## src/rtl/flash_sts_pkg.sv

```systemverilog
package flash_sts_pkg;
  localparam int unsigned POLL_BIT = 7;
  localparam int unsigned TGL_BIT  = 6;
  localparam int unsigned TMO_BIT  = 5;
  localparam int unsigned MIN_W    = 8;
endpackage

```

## src/rtl/flash_sts_capture.sv

```systemverilog
module flash_sts_capture #(
  parameter int unsigned DATA_W = 8
) (
  input  logic              clk_i,
  input  logic              rst_ni,
  input  logic              busy_i,
  input  logic              erase_i,
  input  logic [DATA_W-1:0] data_i,
  output logic              erase_o,
  output logic [DATA_W-1:0] data_o
);
  logic              erase_q;
  logic [DATA_W-1:0] data_q;

  always_ff @(posedge clk_i or negedge rst_ni) begin
    if (!rst_ni) begin
      erase_q <= 1'b0;
      data_q  <= '0;
    end else if (busy_i) begin
      erase_q <= erase_i;
      data_q  <= data_i;
    end
  end

  // live while busy, held copy once busy drops (fault view)
  assign erase_o = busy_i ? erase_i : erase_q;
  assign data_o  = busy_i ? data_i  : data_q;
endmodule

```

## src/rtl/flash_sts_flags.sv

```systemverilog
module flash_sts_flags (
  input  logic clk_i,
  input  logic rst_ni,
  input  logic busy_i,
  input  logic timeout_i,
  input  logic clr_i,
  input  logic rd_stb_i,
  output logic active_o,
  output logic tgl_o,
  output logic tmo_o
);
  logic tmo_q, tgl_q;

  always_ff @(posedge clk_i or negedge rst_ni) begin
    if (!rst_ni)                tmo_q <= 1'b0;
    else if (clr_i)             tmo_q <= 1'b0;
    else if (busy_i && timeout_i) tmo_q <= 1'b1;
  end

  assign active_o = busy_i | tmo_q;

  always_ff @(posedge clk_i or negedge rst_ni) begin
    if (!rst_ni)        tgl_q <= 1'b0;
    else if (!active_o) tgl_q <= 1'b0;
    else if (rd_stb_i)  tgl_q <= ~tgl_q;
  end

  assign tgl_o = tgl_q;
  assign tmo_o = tmo_q;
endmodule

```

## src/rtl/flash_sts_mux.sv

```systemverilog
module flash_sts_mux
  import flash_sts_pkg::*;
#(
  parameter int unsigned DATA_W = 8
) (
  input  logic              active_i,
  input  logic              erase_i,
  input  logic [DATA_W-1:0] data_i,
  input  logic              tgl_i,
  input  logic              tmo_i,
  input  logic [DATA_W-1:0] array_i,
  output logic [DATA_W-1:0] out_o
);
  logic [DATA_W-1:0] sts;

  for (genvar i = 0; i < DATA_W; i++) begin : g_bit
    if (i == POLL_BIT) begin : g_poll
      assign sts[i] = erase_i ? 1'b0 : ~data_i[i];
    end else if (i == TGL_BIT) begin : g_tgl
      assign sts[i] = tgl_i;
    end else if (i == TMO_BIT) begin : g_tmo
      assign sts[i] = tmo_i;
    end else begin : g_zero
      assign sts[i] = 1'b0;
    end
  end

  assign out_o = active_i ? sts : array_i;
endmodule

```

## src/rtl/flash_status_gen.sv

```systemverilog
module flash_status_gen
  import flash_sts_pkg::*;
#(
  parameter int unsigned DATA_W = 8
) (
  input  logic              clk_i,
  input  logic              rst_ni,
  input  logic              busy_i,
  input  logic              op_erase_i,
  input  logic [DATA_W-1:0] prog_data_i,
  input  logic              timeout_i,
  input  logic              reset_cmd_i,
  input  logic              rd_stb_i,
  input  logic [DATA_W-1:0] array_data_i,
  output logic [DATA_W-1:0] rd_data_o,
  output logic              ready_o
);
  logic              active, tgl, tmo, cap_erase;
  logic [DATA_W-1:0] cap_data;

  initial begin
    if (DATA_W < MIN_W) $error("DATA_W must be at least 8");
  end

  flash_sts_capture #(.DATA_W(DATA_W)) i_capture (
    .clk_i   (clk_i),
    .rst_ni  (rst_ni),
    .busy_i  (busy_i),
    .erase_i (op_erase_i),
    .data_i  (prog_data_i),
    .erase_o (cap_erase),
    .data_o  (cap_data)
  );

  flash_sts_flags i_flags (
    .clk_i     (clk_i),
    .rst_ni    (rst_ni),
    .busy_i    (busy_i),
    .timeout_i (timeout_i),
    .clr_i     (reset_cmd_i),
    .rd_stb_i  (rd_stb_i),
    .active_o  (active),
    .tgl_o     (tgl),
    .tmo_o     (tmo)
  );

  flash_sts_mux #(.DATA_W(DATA_W)) i_mux (
    .active_i (active),
    .erase_i  (cap_erase),
    .data_i   (cap_data),
    .tgl_i    (tgl),
    .tmo_i    (tmo),
    .array_i  (array_data_i),
    .out_o    (rd_data_o)
  );

  assign ready_o = ~active;
endmodule

```

## config.mk

```make
export PLATFORM = sky130hd
export DESIGN_NAME = flash_status_gen
export DESIGN_NICKNAME = d
export VERILOG_FILES = /design/src/rtl/flash_sts_pkg.sv /design/src/rtl/flash_sts_capture.sv /design/src/rtl/flash_sts_flags.sv /design/src/rtl/flash_sts_mux.sv /design/src/rtl/flash_status_gen.sv
export SDC_FILE = /design/constraint.sdc
export NUM_CORES = 1
export LEC_CHECK = 0
export ABC_AREA = 1
export BUFFER_PORTS_ARGS = -buffer_cell sky130_fd_sc_hd__buf_4
export CAP_MARGIN = 10
export CORE_MARGIN = 1.5
export CORE_UTILIZATION = 37
export DETAILED_ROUTE_END_ITERATION = 6
export GPL_TIMING_DRIVEN = 0
export PLACE_DENSITY = 0.75
export SYNTH_ARGS = -nofsm -noshare
export SYNTH_HDL_FRONTEND = slang
export SYNTH_HIERARCHICAL = 1
export SYNTH_SLANG_ARGS = --single-unit
```

## constraint.sdc

```tcl
create_clock -name clk_i -period 1.3 [get_ports clk_i]
set_clock_uncertainty 0.05 [all_clocks]
set_input_delay 0 -clock clk_i [delete_from_list [all_inputs] [get_ports clk_i]]
set_output_delay 0 -clock clk_i [all_outputs]
set_load 0.01 [all_outputs]
```

==> results of run 1 <==
==> results.cfg, run 1 <==
[floorplanning]
num_rows = 9
die_w_microns = 30.1
start_util = 0.416
die_y_microns = 30.1

[synthesis]
syn_inst = 43
yosys_warnings = 6
syn_area_per_cell_sq_um = 6.31
syn_nets = 66
synth_area_sq_um = 272

[status]
status = stopped before the end
stop_stage = power grid generation (2_4_floorplan_pdn)
error = [ERROR PDN-0185] Insufficient width (26.68 um) to add straps on layer met4 in grid "grid" with total strap width 15.2 um and offset 13.6 um.
==> run 2, diff against run 1 <==
--- a/config.mk
+++ b/config.mk
@@ -8,11 +8,11 @@
 export ABC_AREA = 1
 export BUFFER_PORTS_ARGS = -buffer_cell sky130_fd_sc_hd__buf_4
 export CAP_MARGIN = 10
-export CORE_MARGIN = 1.5
-export CORE_UTILIZATION = 37
+export CORE_AREA = 2 2 63 65
 export DETAILED_ROUTE_END_ITERATION = 6
+export DIE_AREA = 0 0 65 67
 export GPL_TIMING_DRIVEN = 0
-export PLACE_DENSITY = 0.75
+export PLACE_DENSITY_LB_ADDON = 0.15
 export SYNTH_ARGS = -nofsm -noshare
 export SYNTH_HDL_FRONTEND = slang
 export SYNTH_HIERARCHICAL = 1
==> results.cfg, run 2 <==
[flow_run]
drv_cap = 0

[critical_path]
cp_cell_sequence = or2_4 > buf_6 > inv_4 > nand2_1 > nand2_1 > buf_6
crit_type = flop to primary output
worst-path-buf-inv = 3
rr_endpoint = i_flags/tgl_o
cp_slowest_cell = dfrtp_1
rr_worst_depth = 4
r2r_slack_ps = 310
cp_max_fo = 5
max_stage_delay_ps = 370
crit_arrival_ps = 1260
rr_startpoint = i_flags/tmo_o
crit_path_start = i_flags/tmo_o
worstPathRequired_ps = 1250
cp_top_family = simple AND/OR/NAND/NOR gates
cp-start-kind = flop
crit_path_end_kind = primary output

[drt]
drt-initial-drc-count = 4
drcViolationCount = 0
viasPerCell = 2.90
wl_per_cell_microns = 7.39
wirelength_microns = 938
antenna_left = 0
dr.pass1.iters = 4
vias = 368

[clocking]
cts-root-buf = clkbuf_8
h-tree-depth = 1
clk_pin_slew_worst_paths_ps = 30
cts_buffers = 3
clk_path_buf_depth = 2
cts_num_sinks = 4
insertion_delay_ps = 210
cts_tree = built

[synthesis]
syn_nets = 66
synth_area_sq_um = 272
syn_inst = 43
yosys_warnings = 6
syn_area_per_cell_sq_um = 6.31

[pwr]
power.density_nw_per_um2 = 873
power_leakage_nw = 0.358
max-vdd-ir-drop_mv = 0.415

[finish]
antennaDiodeCount = 0
final_common_cell = buf_4
nNetsFinal = 104
area.growth.synth_to_final_pct = 142
mostFrequentLayoutCells = 23 x buf_4, 13 x nand2_1, 7 x inv_1, 7 x nor2_1, 6 x dlygate4sd3_1
final_core_utilization = 0.182
drive_gt1_frac = 0.506

[placement]
numPortBuffers = 24
gp_congestion = 0.622
dp_hpwl_microns = 747

[sta]
rsz0062_at_grt = yes
post-route-period-util = 1.00
maxSlewHeadroom = 0.913
hold_violations = 0
fin_ws_ps = -5.55
fin_crit_ps = 1310
worst_pin_slew_ps = 130
setup_viol = 1
fmax_mhz = 766
slew_viol_final = 0
hold_slack_ps = 10.3

[floorplanning]
num_rows = 22
die_w_microns = 65
die_area_sq_um = 4360
die_y_microns = 67
start_util = 0.0753
pin_count = 32
coreArea_sq_um = 3610

[status]
status = finished, violations left
violations = setup timing

[grt]
overflow = 0
grt_pass1_wl_microns = 1320
grt_usage = 0.0435
grt_pass1_vias = 325
grt_max_degree = 10
antenna_found_initial = 0

[min_path]
min_path_type = primary input to flop
hold_depth = 3
min_to = i_flags/tmo_o
hold_start = busy_i
==> run 2: worst max path at each step <==
stage / cells after the start / endpoint / slack (ps)
floorplan: 3 / rd_data_o[0] / 310
global placement: 6 / rd_data_o[6] / 180
detailed placement: 6 / rd_data_o[5] / 180
CTS: 6 / rd_data_o[5] / 5
global route: 6 / rd_data_o[6] / -60
finish: 6 / rd_data_o[5] / -6
==> run 2: repair_timing <==
| action | 4_1_cts | 5_1_grt |
|---|---|---|
| setup buffers | 1 | 1 |
| hold buffers | 6 | 0 |
| endpoints found under the hold margin | 8 | 0 |
| endpoints found under the setup margin | 7 | 6 |
| resized for setup | 0 | 8 |
| pin swaps | 1 | 5 |
| gates cloned | 0 | 1 |
==> run 2: routing by layer <==
metal,vias up,track usage,wire [microns]
met1,160,0.0424,400
li1,193,-,-
met4,0,0.0319,27
met5,-,0,0
met2,13,0.0683,455
met3,2,0.0253,53
==> run 2: per-stage QoR <==
stage	worst slack (ps)	instances	TNS [ps]	power (mW)	cell area, sq um
finish	-5.55	127	-5.55	0.573	657
global route	-57.1	127	-315	0.615	657
CTS	4.79	125	0	0.565	621
detailed placement	178	115	0	0.288	512
global placement	176	115	0	0.288	512
floorplan	313	43	0	0.205	272
==> run 2: final cells by class <==
cell class / count / area [sq um]
Sequential cell: 4 / 100
Multi-Input combinational cell: 28 / 125
Clock buffer: 3 / 41.3
Timing Repair Buffer: 33 / 272
Inverter: 9 / 36.3
Tap cell: 48 / 60.1
Buffer: 2 / 22.5
Fill cell: 412 / 2950
==> run 2: power by group <==
part	switching, mW	leakage, nW	internal, mW
registers	0.00544	0.0499	0.137
logic	0.0730	0.287	0.107
clock network	0.0548	0.0216	0.196
==> run 2: worst register-to-register path, cell delays in order, from the launching register on <==
cell,delay [ps]
dfrtp_1,370
buf_4,130
buf_4,130
o21ai_0,150
nor2_1,50
(Power assumes the default switching activity.)
